<file path="src/rtl/spi_pm_pkg.sv">
package spi_pm_pkg;
  typedef enum logic [2:0] {ST_IDLE, ST_SETUP, ST_SHIFT, ST_HOLD, ST_GAP} pm_state_e;

  localparam logic [7:0] CMD_WRITE     = 8'h61;
  localparam logic [7:0] CMD_FAST_READ = 8'h10;
  localparam logic [7:0] PAGE_SEL_REG  = 8'hFF;

  function automatic logic [2:0] size_bytes(input logic [1:0] code);
    case (code)
      2'd0:    return 3'd1;
      2'd1:    return 3'd2;
      default: return 3'd4;
    endcase
  endfunction
endpackage

</file>
<file path="src/rtl/spi_pm_tick.sv">
module spi_pm_tick #(
  parameter int CLK_DIV = 4
) (
  input  logic clk_i,
  input  logic rst_ni,
  input  logic restart_i,
  output logic tick_o
);
  localparam int CW = (CLK_DIV > 1) ? $clog2(CLK_DIV) : 1;
  localparam logic [CW-1:0] LAST = CW'(CLK_DIV - 1);

  logic [CW-1:0] cnt_q;

  always_ff @(posedge clk_i or negedge rst_ni) begin
    if (!rst_ni)             cnt_q <= '0;
    else if (restart_i)      cnt_q <= '0;
    else if (cnt_q == LAST)  cnt_q <= '0;
    else                     cnt_q <= cnt_q + 1'b1;
  end

  assign tick_o = (cnt_q == LAST);
endmodule

</file>
<file path="src/rtl/spi_pm_shift.sv">
module spi_pm_shift (
  input  logic       clk_i,
  input  logic       rst_ni,
  input  logic       tick_i,
  input  logic       start_i,
  input  logic [7:0] tx_i,
  input  logic       miso_i,
  output logic       sck_o,
  output logic       mosi_o,
  output logic       done_o,
  output logic [7:0] rx_o
);
  logic       busy_q;
  logic [1:0] ph_q;
  logic [2:0] bit_q;
  logic [7:0] tx_q, rx_q;

  always_ff @(posedge clk_i or negedge rst_ni) begin
    if (!rst_ni) begin
      busy_q <= 1'b0;
      ph_q   <= '0;
      bit_q  <= '0;
      tx_q   <= '0;
      rx_q   <= '0;
      done_o <= 1'b0;
    end else begin
      done_o <= 1'b0;
      if (start_i) begin
        busy_q <= 1'b1;
        ph_q   <= '0;
        bit_q  <= 3'd7;
        tx_q   <= tx_i;
      end else if (busy_q && tick_i) begin
        ph_q <= ph_q + 1'b1;
        // sample at the end of the low half, ahead of the rising edge
        if (ph_q == 2'd1) rx_q <= {rx_q[6:0], miso_i};
        if (ph_q == 2'd3) begin
          if (bit_q == 3'd0) begin
            busy_q <= 1'b0;
            done_o <= 1'b1;
          end else begin
            bit_q <= bit_q - 1'b1;
          end
        end
      end
    end
  end

  assign sck_o  = busy_q & ph_q[1];
  assign mosi_o = busy_q & tx_q[bit_q];
  assign rx_o   = rx_q;
endmodule

</file>
<file path="src/rtl/spi_page_master.sv">
module spi_page_master
  import spi_pm_pkg::*;
#(
  parameter int CLK_DIV  = 4,
  parameter int MAX_POLL = 100,
  parameter int PW       = 8
) (
  input  logic          clk_i,
  input  logic          rst_ni,
  input  logic          req_i,
  output logic          ready_o,
  input  logic          we_i,
  input  logic [PW-1:0] page_i,
  input  logic [PW-1:0] offset_i,
  input  logic [1:0]    len_i,
  input  logic [31:0]   wdata_i,
  output logic [31:0]   rdata_o,
  output logic          done_o,
  output logic          err_o,
  output logic          spi_ss_n_o,
  output logic          spi_sck_o,
  output logic          spi_mosi_o,
  input  logic          spi_miso_i
);
  localparam int PCW = $clog2(MAX_POLL + 1);
  localparam logic [PCW-1:0] POLL_LAST = PCW'(MAX_POLL - 1);

  pm_state_e     state_q, state_d;
  logic [2:0]    pos_q, tx_idx, nb_q;
  logic          frm_page_q, we_q, pvalid_q, acked_q, err_q;
  logic [PW-1:0] page_q, off_q, pcache_q;
  logic [31:0]   wdata_q, rbuf_q;
  logic [1:0]    dcnt_q, wsel;
  logic [PCW-1:0] poll_q;
  logic [7:0]    tx_byte, sh_rx;
  logic          tick, sh_start, sh_done, last_byte, restart, page_miss;

  spi_pm_tick #(.CLK_DIV(CLK_DIV)) u_tick (
    .clk_i, .rst_ni, .restart_i(restart), .tick_o(tick)
  );

  spi_pm_shift u_shift (
    .clk_i, .rst_ni, .tick_i(tick), .start_i(sh_start), .tx_i(tx_byte),
    .miso_i(spi_miso_i), .sck_o(spi_sck_o), .mosi_o(spi_mosi_o),
    .done_o(sh_done), .rx_o(sh_rx)
  );

  assign page_miss = !pvalid_q || (page_i != pcache_q);
  assign tx_idx    = (state_q == ST_SETUP) ? 3'd0 : ((pos_q == 3'd7) ? pos_q : pos_q + 3'd1);
  assign wsel      = 2'(tx_idx - 3'd2);

  always_comb begin
    tx_byte = 8'h00;
    if (frm_page_q) begin
      case (tx_idx)
        3'd0:    tx_byte = CMD_WRITE;
        3'd1:    tx_byte = PAGE_SEL_REG;
        default: tx_byte = 8'(page_q);
      endcase
    end else if (tx_idx == 3'd0) begin
      tx_byte = we_q ? CMD_WRITE : CMD_FAST_READ;
    end else if (tx_idx == 3'd1) begin
      tx_byte = 8'(off_q);
    end else if (we_q) begin
      tx_byte = wdata_q[8*wsel +: 8];
    end
  end

  always_comb begin
    if (frm_page_q)          last_byte = (pos_q == 3'd2);
    else if (we_q)           last_byte = (pos_q == nb_q + 3'd1);
    else if (pos_q < 3'd2)   last_byte = 1'b0;
    else if (!acked_q)       last_byte = !sh_rx[0] && (poll_q == POLL_LAST);
    else                     last_byte = (dcnt_q == 2'(nb_q - 3'd1));
  end

  always_comb begin
    state_d  = state_q;
    sh_start = 1'b0;
    case (state_q)
      ST_IDLE:  if (req_i) state_d = ST_SETUP;
      ST_SETUP: if (tick) begin state_d = ST_SHIFT; sh_start = 1'b1; end
      ST_SHIFT: if (sh_done) begin
                  if (last_byte) state_d = ST_HOLD;
                  else           sh_start = 1'b1;
                end
      ST_HOLD:  if (tick) state_d = ST_GAP;
      ST_GAP:   if (tick) state_d = frm_page_q ? ST_SETUP : ST_IDLE;
      default:  state_d = ST_IDLE;
    endcase
  end

  assign restart = (state_d != state_q) || sh_start;

  always_ff @(posedge clk_i or negedge rst_ni) begin
    if (!rst_ni) begin
      state_q    <= ST_IDLE;
      pos_q      <= '0;
      frm_page_q <= 1'b0;
      we_q       <= 1'b0;
      page_q     <= '0;
      off_q      <= '0;
      nb_q       <= 3'd1;
      wdata_q    <= '0;
      pvalid_q   <= 1'b0;
      pcache_q   <= '0;
      acked_q    <= 1'b0;
      dcnt_q     <= '0;
      poll_q     <= '0;
      rbuf_q     <= '0;
      err_q      <= 1'b0;
      done_o     <= 1'b0;
      err_o      <= 1'b0;
      rdata_o    <= '0;
    end else begin
      state_q <= state_d;
      done_o  <= 1'b0;
      err_o   <= 1'b0;
      if (state_q == ST_IDLE && req_i) begin
        we_q       <= we_i;
        page_q     <= page_i;
        off_q      <= offset_i;
        nb_q       <= size_bytes(len_i);
        wdata_q    <= wdata_i;
        frm_page_q <= page_miss;
        acked_q    <= 1'b0;
        dcnt_q     <= '0;
        poll_q     <= '0;
        rbuf_q     <= '0;
        err_q      <= 1'b0;
        if (page_miss) begin
          pvalid_q <= 1'b1;
          pcache_q <= page_i;
        end
      end
      if (sh_start) pos_q <= tx_idx;
      if (state_q == ST_SHIFT && sh_done && !frm_page_q && !we_q && pos_q >= 3'd2) begin
        if (!acked_q) begin
          if (sh_rx[0]) acked_q <= 1'b1;
          else begin
            poll_q <= poll_q + 1'b1;
            if (poll_q == POLL_LAST) err_q <= 1'b1;
          end
        end else begin
          rbuf_q[8*dcnt_q +: 8] <= sh_rx;
          dcnt_q <= dcnt_q + 1'b1;
        end
      end
      if (state_q == ST_GAP && tick) begin
        if (frm_page_q) frm_page_q <= 1'b0;
        else begin
          done_o  <= 1'b1;
          err_o   <= err_q;
          rdata_o <= err_q ? 32'h0 : rbuf_q;
        end
      end
    end
  end

  assign ready_o    = (state_q == ST_IDLE);
  assign spi_ss_n_o = !(state_q == ST_SETUP || state_q == ST_SHIFT || state_q == ST_HOLD);
endmodule

</file>
<file path="config.mk">
export PLATFORM = sky130hd
export DESIGN_NAME = spi_page_master
export DESIGN_NICKNAME = d
export VERILOG_FILES = /design/src/rtl/spi_pm_pkg.sv /design/src/rtl/spi_pm_tick.sv /design/src/rtl/spi_pm_shift.sv /design/src/rtl/spi_page_master.sv
export SDC_FILE = /design/constraint.sdc
export NUM_CORES = 1
export LEC_CHECK = 0
export BUFFER_PORTS_ARGS = -buffer_cell sky130_fd_sc_hd__buf_4
export CORE_UTILIZATION = 50
export CTS_CLUSTER_DIAMETER = 100
export CTS_CLUSTER_SIZE = 25
export DETAILED_ROUTE_END_ITERATION = 6
export GPL_TIMING_DRIVEN = 0
export PLACE_DENSITY = 0.7
export SLEW_MARGIN = 20
export SYNTH_ARGS = -nofsm -noshare
export SYNTH_HDL_FRONTEND = slang
export SYNTH_SLANG_ARGS = --single-unit
</file>
<file path="constraint.sdc">
create_clock -name clk_i -period 3.2 [get_ports clk_i]
set_input_delay 0.16 -clock clk_i [delete_from_list [all_inputs] [get_ports clk_i]]
set_output_delay 0.16 -clock clk_i [all_outputs]
set_load 0.02 [all_outputs]
</file>
# Yosys cells after proc, flatten, opt, wreduce, memory -nomap -nowiden
# Index checks and enable logic that the tools add are counted.
dict set report op_classes {
  add_sub_neg 10
  n_lt_le_gt_ge 3
  eq_ne 17
  shifts 3
  n_mux 71
  bitwise_logic 4
  reduce_logical 29
}
# op count
set op_table {}
lappend op_table {{$mux W32} 4}
lappend op_table {{$mux W3} 12}
lappend op_table {{$mux W7} 5}
lappend op_table {{$neg A5 Y34} 1}
lappend op_table {{$shift A8 B34 Y32 const A} 1}
lappend op_table {{$shiftx A8 B34 Y32} 1}
lappend op_table {{$mux W1} 33}
lappend op_table {{$bwmux W32} 1}
lappend op_table {{$mux W8} 4}
lappend op_table {{$shiftx A32 B6 Y8} 1}
lappend op_table {{$pmux W8 S2} 1}
lappend op_table {{$pmux W3 S5} 1}
lappend op_table {{$mux W2} 7}
lappend op_table {{$eq A3 B2 Y1 const B} 3}
lappend op_table {{$logic_not A3 Y1} 3}
lappend op_table {{$reduce_and A3 Y1} 3}
lappend op_table {{$logic_and A1 B1 Y1} 8}
lappend op_table {{$ne A8 B8 Y1} 1}
lappend op_table {{$add A7 B1 Y7 const B} 1}
lappend op_table {{$eq A7 B7 Y1 const B} 1}
lappend op_table {{$add A2 B1 Y2 const B} 3}
lappend op_table {{$add A3 B1 Y3 const B} 2}
lappend op_table {{$eq A3 B1 Y1 const B} 2}
lappend op_table {{$eq A3 B3 Y1 const B} 2}
lappend op_table {{22 further kinds} 36}
dict set report totals {
  regBits 170
  input_bits 55
  elab_cells 162
}

# Depth between registers and ports, before layout
# Gate-level depths: netlist (run 1).
dict set report logic_depth {
  word_depth 12
  depth_mapped 9
  ltp_nobuf 8
}

# Hierarchy
# Synthesis (run 1) repeated with hierarchy kept, for this count alone.
dict set report unflattened {
  cells_unflattened 761
  area_unflattened_um2 7843.8
}
# module n_inst cells_each area_per_inst_um2 seq_area_each_um2
set modules_own_cells {}
lappend modules_own_cells {spi_page_master 1 680 6732.7 3629.7}
lappend modules_own_cells {spi_pm_shift 1 76 1032.2 575.6}
lappend modules_own_cells {spi_pm_tick 1 5 78.8 50.0}

# Worst setup path before layout (run 1)
# Ideal clock, no wire load.
dict set report synth_timing {
  path_kind {register to register}
  startpoint {reg poll_q[3]}
  endpoint {reg u_shift.rx_q[0], in the netlist u_shift.rx_o[0]}
  setup_time_ps 125
  arrival_time_ps 2406
  setup_slack_ps 670
  path_stages_with_launch 7
  path_cell_list {dfrtp_1 > or4b_1 > or4_1 > a211oi_2 > o21ai_2 > a21oi_2 > mux2_2}
}
dict set report synth_via {
  elab_chain_cells 11
}
# element line
set synth_lines {}
lappend synth_lines {{start: declaration} spi_page_master.sv:34} ;# logic [PCW-1:0] poll_q;
lappend synth_lines {{start signal: assignment} spi_page_master.sv:141} ;# poll_q <= poll_q + 1'b1;
lappend synth_lines {{$eq A7 B7 Y1} spi_page_master.sv:73} ;# else if (!acked_q) last_byte = !sh_rx[0] && (poll_q == POLL_LAST);
lappend synth_lines {{$logic_and A1 B1 Y1} spi_page_master.sv:73}
lappend synth_lines {{$mux W1} spi_page_master.sv:73}
lappend synth_lines {{$mux W1} spi_page_master.sv:72} ;# else if (pos_q < 3'd2) last_byte = 1'b0;
lappend synth_lines {{$mux W1} spi_page_master.sv:71} ;# else if (we_q) last_byte = (pos_q == nb_q + 3'd1);
lappend synth_lines {{$mux W1} spi_page_master.sv:70} ;# if (frm_page_q) last_byte = (pos_q == 3'd2);
lappend synth_lines {{$mux W1} spi_page_master.sv:84} ;# if (last_byte) state_d = ST_HOLD;
lappend synth_lines {{$mux W1} spi_page_master.sv:83} ;# ST_SHIFT: if (sh_done) begin
lappend synth_lines {{$pmux W1 S2} spi_page_master.sv:80} ;# case (state_q)
lappend synth_lines {{$not A1 Y1 (no source line)} n/a}
lappend synth_lines {{$reduce_and A3 Y1 (no source line)} n/a}
lappend synth_lines {{end signal: assignment} spi_pm_shift.sv:36} ;# if (ph_q == 2'd1) rx_q <= {rx_q[6:0], miso_i};
lappend synth_lines {{end: declaration} spi_pm_shift.sv:16} ;# logic [7:0] tx_q, rx_q;
# Every way passes these cells.
# A chain may end at the register's enable or synchronous reset.

# Worst setup path after layout (run 1)
dict set report layout_timing {
  startpoint {reg state_q[0]}
  endpoint {reg u_shift.tx_q[6]}
}
dict set report layout_via {
  elab_chain_cells 8
  elab_cells_between_ends 13
}
# element line
set layout_lines {}
lappend layout_lines {{start: declaration} spi_page_master.sv:28} ;# pm_state_e state_q, state_d;
lappend layout_lines {{start signal: assignment} spi_page_master.sv:116} ;# state_q <= state_d;
lappend layout_lines {{$eq A3 B1 Y1} {spi_page_master.sv:49, spi_page_master.sv:80}}
lappend layout_lines {{$mux W3} spi_page_master.sv:49} ;# assign tx_idx = (state_q == ST_SETUP) ? 3'd0 : ((pos_q == 3'd7) ? pos_q : pos_q + 3'd1);
lappend layout_lines {{$sub A2 B2 Y2} spi_page_master.sv:50} ;# assign wsel = 2'(tx_idx - 3'd2);
lappend layout_lines {{$shiftx A32 B6 Y8} spi_page_master.sv:65} ;# tx_byte = wdata_q[8*wsel +: 8];
lappend layout_lines {{$mux W8} spi_page_master.sv:64} ;# end else if (we_q) begin
lappend layout_lines {{$mux W8} spi_page_master.sv:62} ;# end else if (tx_idx == 3'd1) begin
lappend layout_lines {{$mux W8} spi_page_master.sv:60} ;# end else if (tx_idx == 3'd0) begin
lappend layout_lines {{$mux W8} spi_page_master.sv:54} ;# if (frm_page_q) begin
lappend layout_lines {{end signal: assignment} spi_pm_shift.sv:32} ;# tx_q <= tx_i;
lappend layout_lines {{end: declaration} spi_pm_shift.sv:16}
# Several ways; a longest one is shown, not always the timed one.

==> summary.md, run 1 <==
Setup path
* endpoint class of the critical path: flip-flop
* last element of the critical path: u_shift.tx_q[6]
* beginning of the worst register-to-register path: state_q[0]
* Register-to-Register Path Depth: 7
* cell at the slowest stage of the critical path: sky130_fd_sc_hd__nor3b_1
* largest fanout on the critical path: 10
* count of cell instances traversed by the critical path: 7
* kind of cell adding the most delay to the critical path: simple AND/OR/NAND/NOR gates
* critical path launch point: state_q[0]
* WS Path Type: flip-flop to flip-flop
* worst reg2reg setup slack: 0.29 ns
* Required @ worst endpoint: 3.51 ns
* number of buffers and inverters on the critical path: 1
* sequence of cells on the critical path: clkbuf_1 > nor3b_1 > nor2_1 > nand2_1 > a211oi_1 > o32a_1 > mux2_4
* max incr delay on CP: 0.98 ns
* endpoint of the lowest-slack register-to-register path: u_shift.tx_q[6]
* data arrival time of the worst path: 3.22 ns
* type of origin of the critical path: flip-flop

STA
* slew at the pin closest to its max-slew limit: 1.17 ns
* min Tclk post-route: 2.91 ns
* final hold slack: 0.297 ns
* Slew Limit Fails: 0
* Final setup viols: 0
* final setup TNS: 0 ns
* endpoints failing hold: 0
* least setup slack across all paths after layout: 0.292 ns
* setup repair after global routing missed its margin: false
* relative slew slack: 0.220
* period utilisation layout: 0.909
* Peak Freq: 0.344 GHz
* clock skew after layout: 0.00731 ns

Floorplan
* width of the die: 126 um
* area of the placeable core: 15,100 sq um
* Die ar.: 15,900 sq um
* num rows: 45
* initial cell density of the core: 0.509
* chip height: 126 um
* top-level I/O count: 93

Finish
* Final Instance Count excl. Fillers: 1,156
* share of the core filled with cells: 0.646
* Final nets: 1,024
* ANT cells: 0
* final design instance area without fill: 9790 sq um
* ratio of cells with drive above 1 in the final layout: 0.157
* area added between synthesis and finish: 26.9%

Yosys
* area leader, netlist: sky130_fd_sc_hd__dfrtp_1
* leading post-synthesis cells by instance count: sky130_fd_sc_hd__nand2_1, sky130_fd_sc_hd__dfrtp_1, sky130_fd_sc_hd__clkbuf_1
* FFs w/ async S/R, synth: 1.00
* netlist area before placement: 7710 sq um
* number of synthesis warnings: 0
* count of mapped cells out of synthesis: 789
* leading cell types by total area after synthesis: sky130_fd_sc_hd__dfrtp_1, sky130_fd_sc_hd__nand2_1, sky130_fd_sc_hd__a22o_1
* register area share after synthesis: 0.552
* fraction of synthesized cell area taken by the top area cell type: 0.548
* number of distinct library cells after synthesis: 61
* Synth Register Bits: 170
* number of enable-type register cells in the synthesized netlist: 0
* average cell area after synthesis: 9.78 sq um
* most used standard cell by instance count after synthesis: sky130_fd_sc_hd__nand2_1
* net count after synthesis: 858
* Main synth FF type: sky130_fd_sc_hd__dfrtp_1

Placement
* Port-buffer cells: 92
* GPL Wtd Cong: 0.835
* worst setup timing slack at the placement stage: 0.180 ns
* placed cell count: 1,070
* DP Area: 8680 sq um
* HPWL after DPL: 12,100 um

CTS
* clock tree from TritonCTS: built
* total number of H-tree levels: 4
* insertion delay of the later-clocked pin in the worst-skew pair: 0.43 ns
* clock-pin transition on the worst setup and hold timing paths: 0.06 ns
* number of buffers created by CTS: 17
* Sinks on Clock Net: 170
* buffer levels on the longest clock path: 2
* Post-CTS Setup Inserts: 0
* CTS root buf: sky130_fd_sc_hd__clkbuf_16

Pwr
* Sw Share: 0.227
* part of the power in combinational logic: 0.056
* proportion of power drawn by flip-flops and latches: 0.499
* IR Drop Worst-Case VDD: 378 uV
* internal portion of total power: 3.45 mW
* net switching power figure: 1.01 mW
* cell area power density: 456 nW/um^2
* proportion of power drawn by the clock network: 0.445
* leakage power figure: 4.92 nW
* PnR Total Power: 4.47 mW

Drt
* detailed router's first-iteration violation count: 465
* remaining antenna violation count: 0
* final routed DRC violation total: 0
* detail-routed via count per cell: 5.35
* vias after detailed routing: 6,185
* detailed-routing iteration count for the pre-antenna-repair pass: 5
* average routed wire per standard cell: 15.5 um
* Total Routed Length: 18,000 um

Global routing
* maximum number of pins on one net before global-route repair: 91
* first-pass GRT wire length: 30,100 um
* total overflow reported by the global router: 0
* antenna violations before repair: 0
* GRT Resource Usage Total: 0.242
* via count of the first global-routing pass: 6,028

Worst hold path
* hold crit path type: primary input to flip-flop
* HP Start: req_i

Status
* run status: finished, final reports clean

Run
* max-cap viol count: 0

[area by class of cell]
type | count | area, sq um
plain buffers | 45 | 194
clock buffers | 20 | 457
clock inverters | 12 | 116
fillers | 1199 | 5360
inverters | 15 | 56.3
multi-input cells | 559 | 3210
flip-flops and latches | 170 | 4260
well taps | 188 | 235
repair buffers | 147 | 1270
[logic make-up after synthesis]
logic type	Yosys count	share of synthesized area
AO/OA/AOI/OAI	101	0.0970
XOR/XNOR	19	0.0216
multiplexers	25	0.0388
adder cells (fa/ha/maj)	14	0.0227
flip-flops	170	0.552
AND/OR/NAND/NOR	400	0.236
buffers and inverters	60	0.0324
[worst reg2reg max path: cells and delay by family (launching register included)]
kind	cells	cell delay, ns
compound gates	2	0.47
mux	1	0.26
buf+inv	1	0.32
simple gates	3	1.40
flops	1	0.35
[worst min-delay path by stage]
stage / endpoint / slack (ns) / cells past startpoint
global route: state_q[0] / 0.29 / 5
detailed placement: rdata_o[18] / 0.19 / 1
floorplan: acked_q / -0.14 / 0
finish: state_q[0] / 0.30 / 5
global placement: nb_q[0] / 0.34 / 2
CTS: state_q[0] / 0.26 / 5
[flip-flops by register name (all words and copies together), names as in the netlist, 2 cells and up]
signal,count
u_shift.bit_q,3
rbuf_q,32
off_q,8
u_tick.cnt_q,2
page_q,8
pos_q,3
dcnt_q,2
u_shift.ph_q,2
pcache_q,8
state_q,3
u_shift.rx_o,8
wdata_q,32
rdata_o,32
nb_q,3
poll_q,7
u_shift.tx_q,8
[layer usage]
layer,global-route usage,part of all wire
met5,0,0
met4,0.0900,0.019
met3,0.0514,0.038
met2,0.383,0.48
met1,0.331,0.47
[repair_timing]
action / 4_1_cts / 5_1_grt
setup endpoints to repair: 0 / 2
hold endpoints to repair: 140 / 0
resized for setup: 0 / 1
hold buffers: 54 / 0
[power by group through the flow]
stage | Clock (mW) | Combinational, mW | Sequential, mW
final | 1.99 | 0.252 | 2.23
after global routing | 2.13 | 0.280 | 2.23
after detailed placement | 0 | 0.198 | 2.27
after floorplan | 0 | 0.0775 | 2.25
after global placement | 0 | 0.189 | 2.26
after CTS | 2.02 | 0.251 | 2.23
[layout by cell type, fill, tap and decap left out, types with 12 or more instances in the layout]
master,netlist,final
sky130_fd_sc_hd__inv_1,14,14
sky130_fd_sc_hd__a21oi_1,14,14
sky130_fd_sc_hd__nand3b_1,34,34
sky130_fd_sc_hd__clkbuf_1,38,39
sky130_fd_sc_hd__clkbuf_16,0,17
sky130_fd_sc_hd__dfrtp_1,169,169
sky130_fd_sc_hd__buf_4,0,91
sky130_fd_sc_hd__nor2_1,21,21
sky130_fd_sc_hd__nand2_1,279,279
sky130_fd_sc_hd__dlygate4sd3_1,0,54
sky130_fd_sc_hd__nand3_1,20,20
sky130_fd_sc_hd__o21ai_0,14,14
sky130_fd_sc_hd__xor2_1,12,12
sky130_fd_sc_hd__a22o_1,34,34
sky130_fd_sc_hd__ha_1,14,14
No activity file was read; power rests on OpenSTA's default activity.
==> run 2: changes to the inputs <==
--- a/config.mk
+++ b/config.mk
@@ -12,6 +12,7 @@
 export DETAILED_ROUTE_END_ITERATION = 6
 export GPL_TIMING_DRIVEN = 0
 export PLACE_DENSITY = 0.7
+export SETUP_SLACK_MARGIN = 0.5
 export SLEW_MARGIN = 20
 export SYNTH_ARGS = -nofsm -noshare
 export SYNTH_HDL_FRONTEND = slang
==> run 2 against run 1 <==
Die area is the same. Sequential power is essentially flat. Core utilization grew 0.58 points. Maximum frequency grew 11%. Combinational power grew 2%. Sequential share of layout area shrank 0.37 points. Clock power is essentially flat. Global-route usage grew 0.16 points. Design area grew 0.89%.
==> summary.md, run 2 (synthesis results as in run 1) <==
Drt
* vias after detailed routing: 6,138, was 6,185
* final routed DRC violation total: 0, unchanged
* detailed-routing iteration count for the pre-antenna-repair pass: 5, unchanged
* detail-routed via count per cell: 5.29, was 5.35
* WL met3: 591 um, was 678 um
* average routed wire per standard cell: 15.7 um, was 15.5 um
* highest metal layer with signal wires: met4, unchanged
* Total Routed Length: 18,200 um, was 18,000 um
* routed wl met2: 8670 um, was 8540 um
* wire length on met1: 8610 um, was 8390 um
* detailed router's first-iteration violation count: 424, was 465
* remaining antenna violation count: 0, unchanged

Finish
* most frequent cells in the layout: sky130_fd_sc_hd__nand2_1, sky130_fd_sc_hd__dfrtp_1, sky130_fd_sc_hd__buf_4, sky130_fd_sc_hd__dlygate4sd3_1, sky130_fd_sc_hd__clkbuf_1, unchanged
* largest registers ranked by flip-flop count: rbuf_q: 32 flops, rdata_o: 32 flops, wdata_q: 32 flops, unchanged
* ratio of cells with drive above 1 in the final layout: 0.172, was 0.157
* Final Instance Count excl. Fillers: 1,160, was 1,156
* Final nets: 1,028, was 1,024
* ANT cells: 0, unchanged
* share of the core filled with cells: 0.652, was 0.646
* most common library cell in the layout ignoring fill and taps: sky130_fd_sc_hd__nand2_1, unchanged
* area added between synthesis and finish: 28.0%, was 26.9%

Setup path
* WS Path Type: flip-flop to flip-flop, unchanged
* worst reg2reg setup slack: 0.58 ns, was 0.29 ns
* critical path launch point: state_q[2], was state_q[0]
* endpoint of the lowest-slack register-to-register path: u_shift.tx_q[0], was u_shift.tx_q[6]
* Required @ worst endpoint: 3.51 ns, about the same
* largest fanout on the critical path: 10, unchanged
* last element of the critical path: u_shift.tx_q[0], was u_shift.tx_q[6]
* endpoint class of the critical path: flip-flop, unchanged
* type of origin of the critical path: flip-flop, unchanged
* data arrival time of the worst path: 2.93 ns, was 3.22 ns
* beginning of the worst register-to-register path: state_q[2], was state_q[0]
* Register-to-Register Path Depth: 9, was 7

Pwr
* IR Drop Worst-Case VDD: 379 uV, was 378 uV
* net switching power figure: 1.02 mW, was 1.01 mW
* internal portion of total power: 3.45 mW, about the same
* Sw Share: 0.227, about the same
* proportion of power drawn by flip-flops and latches: 0.498, was 0.499
* part of the power in combinational logic: 0.057, was 0.056
* proportion of power drawn by the clock network: 0.444, was 0.445
* cell area power density: 453 nW/um^2, was 456 nW/um^2
* leakage power figure: 4.96 nW, was 4.92 nW

CTS
* total number of H-tree levels: 4, unchanged
* number of buffers created by CTS: 17, unchanged
* insertion delay of the later-clocked pin in the worst-skew pair: 0.43 ns, about the same
* Sinks on Clock Net: 170, unchanged
* clock-pin transition on the worst setup and hold timing paths: 0.06 ns, about the same
* clock tree from TritonCTS: built, unchanged
* buffer levels on the longest clock path: 2, unchanged
* CTS root buf: sky130_fd_sc_hd__clkbuf_16, unchanged

STA
* Slew Limit Fails: 0, unchanged
* setup repair after global routing missed its margin: true, was false
* final setup TNS: 0 ns, unchanged
* final hold slack: 0.298 ns, was 0.297 ns
* relative slew slack: 0.488, was 0.220
* clock skew after layout: 0.00830 ns, was 0.00731 ns
* Peak Freq: 0.381 GHz, was 0.344 GHz
* slew at the pin closest to its max-slew limit: 0.758 ns, was 1.17 ns
* Final setup viols: 0, unchanged
* period utilisation layout: 0.819, was 0.909
* min Tclk post-route: 2.62 ns, was 2.91 ns
* endpoints failing hold: 0, unchanged

Placement
* Port-buffer cells: 92, unchanged
* placed cell count: 1,070, unchanged
* HPWL after DPL: 12,100 um, unchanged
* GPL Wtd Cong: 0.835, unchanged

Floorplan
* width of the die: 126 um, unchanged
* top-level I/O count: 93, unchanged
* num rows: 45, unchanged
* chip height: 126 um, unchanged
* initial cell density of the core: 0.509, unchanged
* area of the placeable core: 15,100 sq um, unchanged
* Die ar.: 15,900 sq um, unchanged

Global routing
* antenna violations before repair: 0, unchanged
* total overflow reported by the global router: 0, unchanged
* via count of the first global-routing pass: 6,033, was 6,028
* GRT Resource Usage Total: 0.244, was 0.242
* first-pass GRT wire length: 30,200 um, was 30,100 um
* maximum number of pins on one net before global-route repair: 91, unchanged

Status
* run status: finished, final reports clean, unchanged

Worst hold path
* hold crit path type: primary input to flip-flop, unchanged

Run
* max-cap viol count: 0, unchanged

run 2: cell count changes in the layout (fill, tap and decap cells not counted), moves of 2 or more:
cell                       delta
sky130_fd_sc_hd__clkbuf_2     +4
sky130_fd_sc_hd__buf_4        +4
sky130_fd_sc_hd__nor3b_1      -2
sky130_fd_sc_hd__clkbuf_1     -4
run 2: repair_timing:
action | 4_1_cts | 5_1_grt
hold endpoints to repair | 140 | 0
hold buffers | 54 | 0
endpoints found under the setup margin | 58 | 34
buffers inserted | 3 | 1
pin swaps | 3 | 3
gates resized for setup | 7 | 12
run 2: per-layer routing:
layer | vias to the layer above | track usage
met4 | 0 | 0.0872
met3 | 26 | 0.0497
li1 | 2995 | -
met5 | - | 0
met2 | 143 | 0.387
met1 | 2974 | 0.334
run 2: layout make-up:
| type | count | area [sq um] |
|---|---|---|
| flip-flops and latches | 170 | 4260 |
| clock inverters | 12 | 116 |
| multi-input cells | 559 | 3260 |
| fillers | 1193 | 5270 |
| repair buffers | 151 | 1300 |
| well taps | 188 | 235 |
| clock buffers | 20 | 457 |
| inverters | 15 | 56.3 |
| plain buffers | 45 | 199 |
run 2: power groups by stage:
stage / Sequential [mW] / Clock [mW] / Combinational [mW]
after floorplan: 2.25 / 0 / 0.0775
after global placement: 2.26 / 0 / 0.189
after detailed placement: 2.27 / 0 / 0.198
after CTS: 2.23 / 2.02 / 0.254
after global routing: 2.23 / 2.13 / 0.286
final: 2.23 / 1.99 / 0.257
run 2: worst min-delay path by stage:
stage / from / end / cells after the start
finish: req_i / state_q[0] / 5
global route: req_i / state_q[0] / 5
CTS: req_i / state_q[0] / 5
detailed placement: rst_ni / rdata_o[18] / 1
global placement: len_i[0] / nb_q[0] / 2
floorplan: rst_ni / acked_q / 0
run 2: per-stage QoR:
| stage | area (sq um) | worst slack (ns) | power [mW] |
|---|---|---|---|
| after floorplan | 7710 | 0.670 | 2.33 |
| after global placement | 8640 | 0.218 | 2.45 |
| after detailed placement | 8680 | 0.180 | 2.46 |
| after CTS | 9840 | 0.527 | 4.50 |
| after global routing | 9880 | 0.448 | 4.64 |
| final | 9880 | 0.579 | 4.47 |
run 2: worst max-delay path, cell delays in order, from the launching register on:
cell                       delay [ns]
sky130_fd_sc_hd__dfrtp_1         0.44
sky130_fd_sc_hd__or3b_2          0.45
sky130_fd_sc_hd__clkbuf_1        0.24
sky130_fd_sc_hd__and3_1          0.21
sky130_fd_sc_hd__clkbuf_1        0.14
sky130_fd_sc_hd__clkbuf_2        0.21
sky130_fd_sc_hd__a21oi_1         0.19
sky130_fd_sc_hd__a211oi_1        0.09
sky130_fd_sc_hd__o31a_1          0.26
sky130_fd_sc_hd__mux2_2          0.27
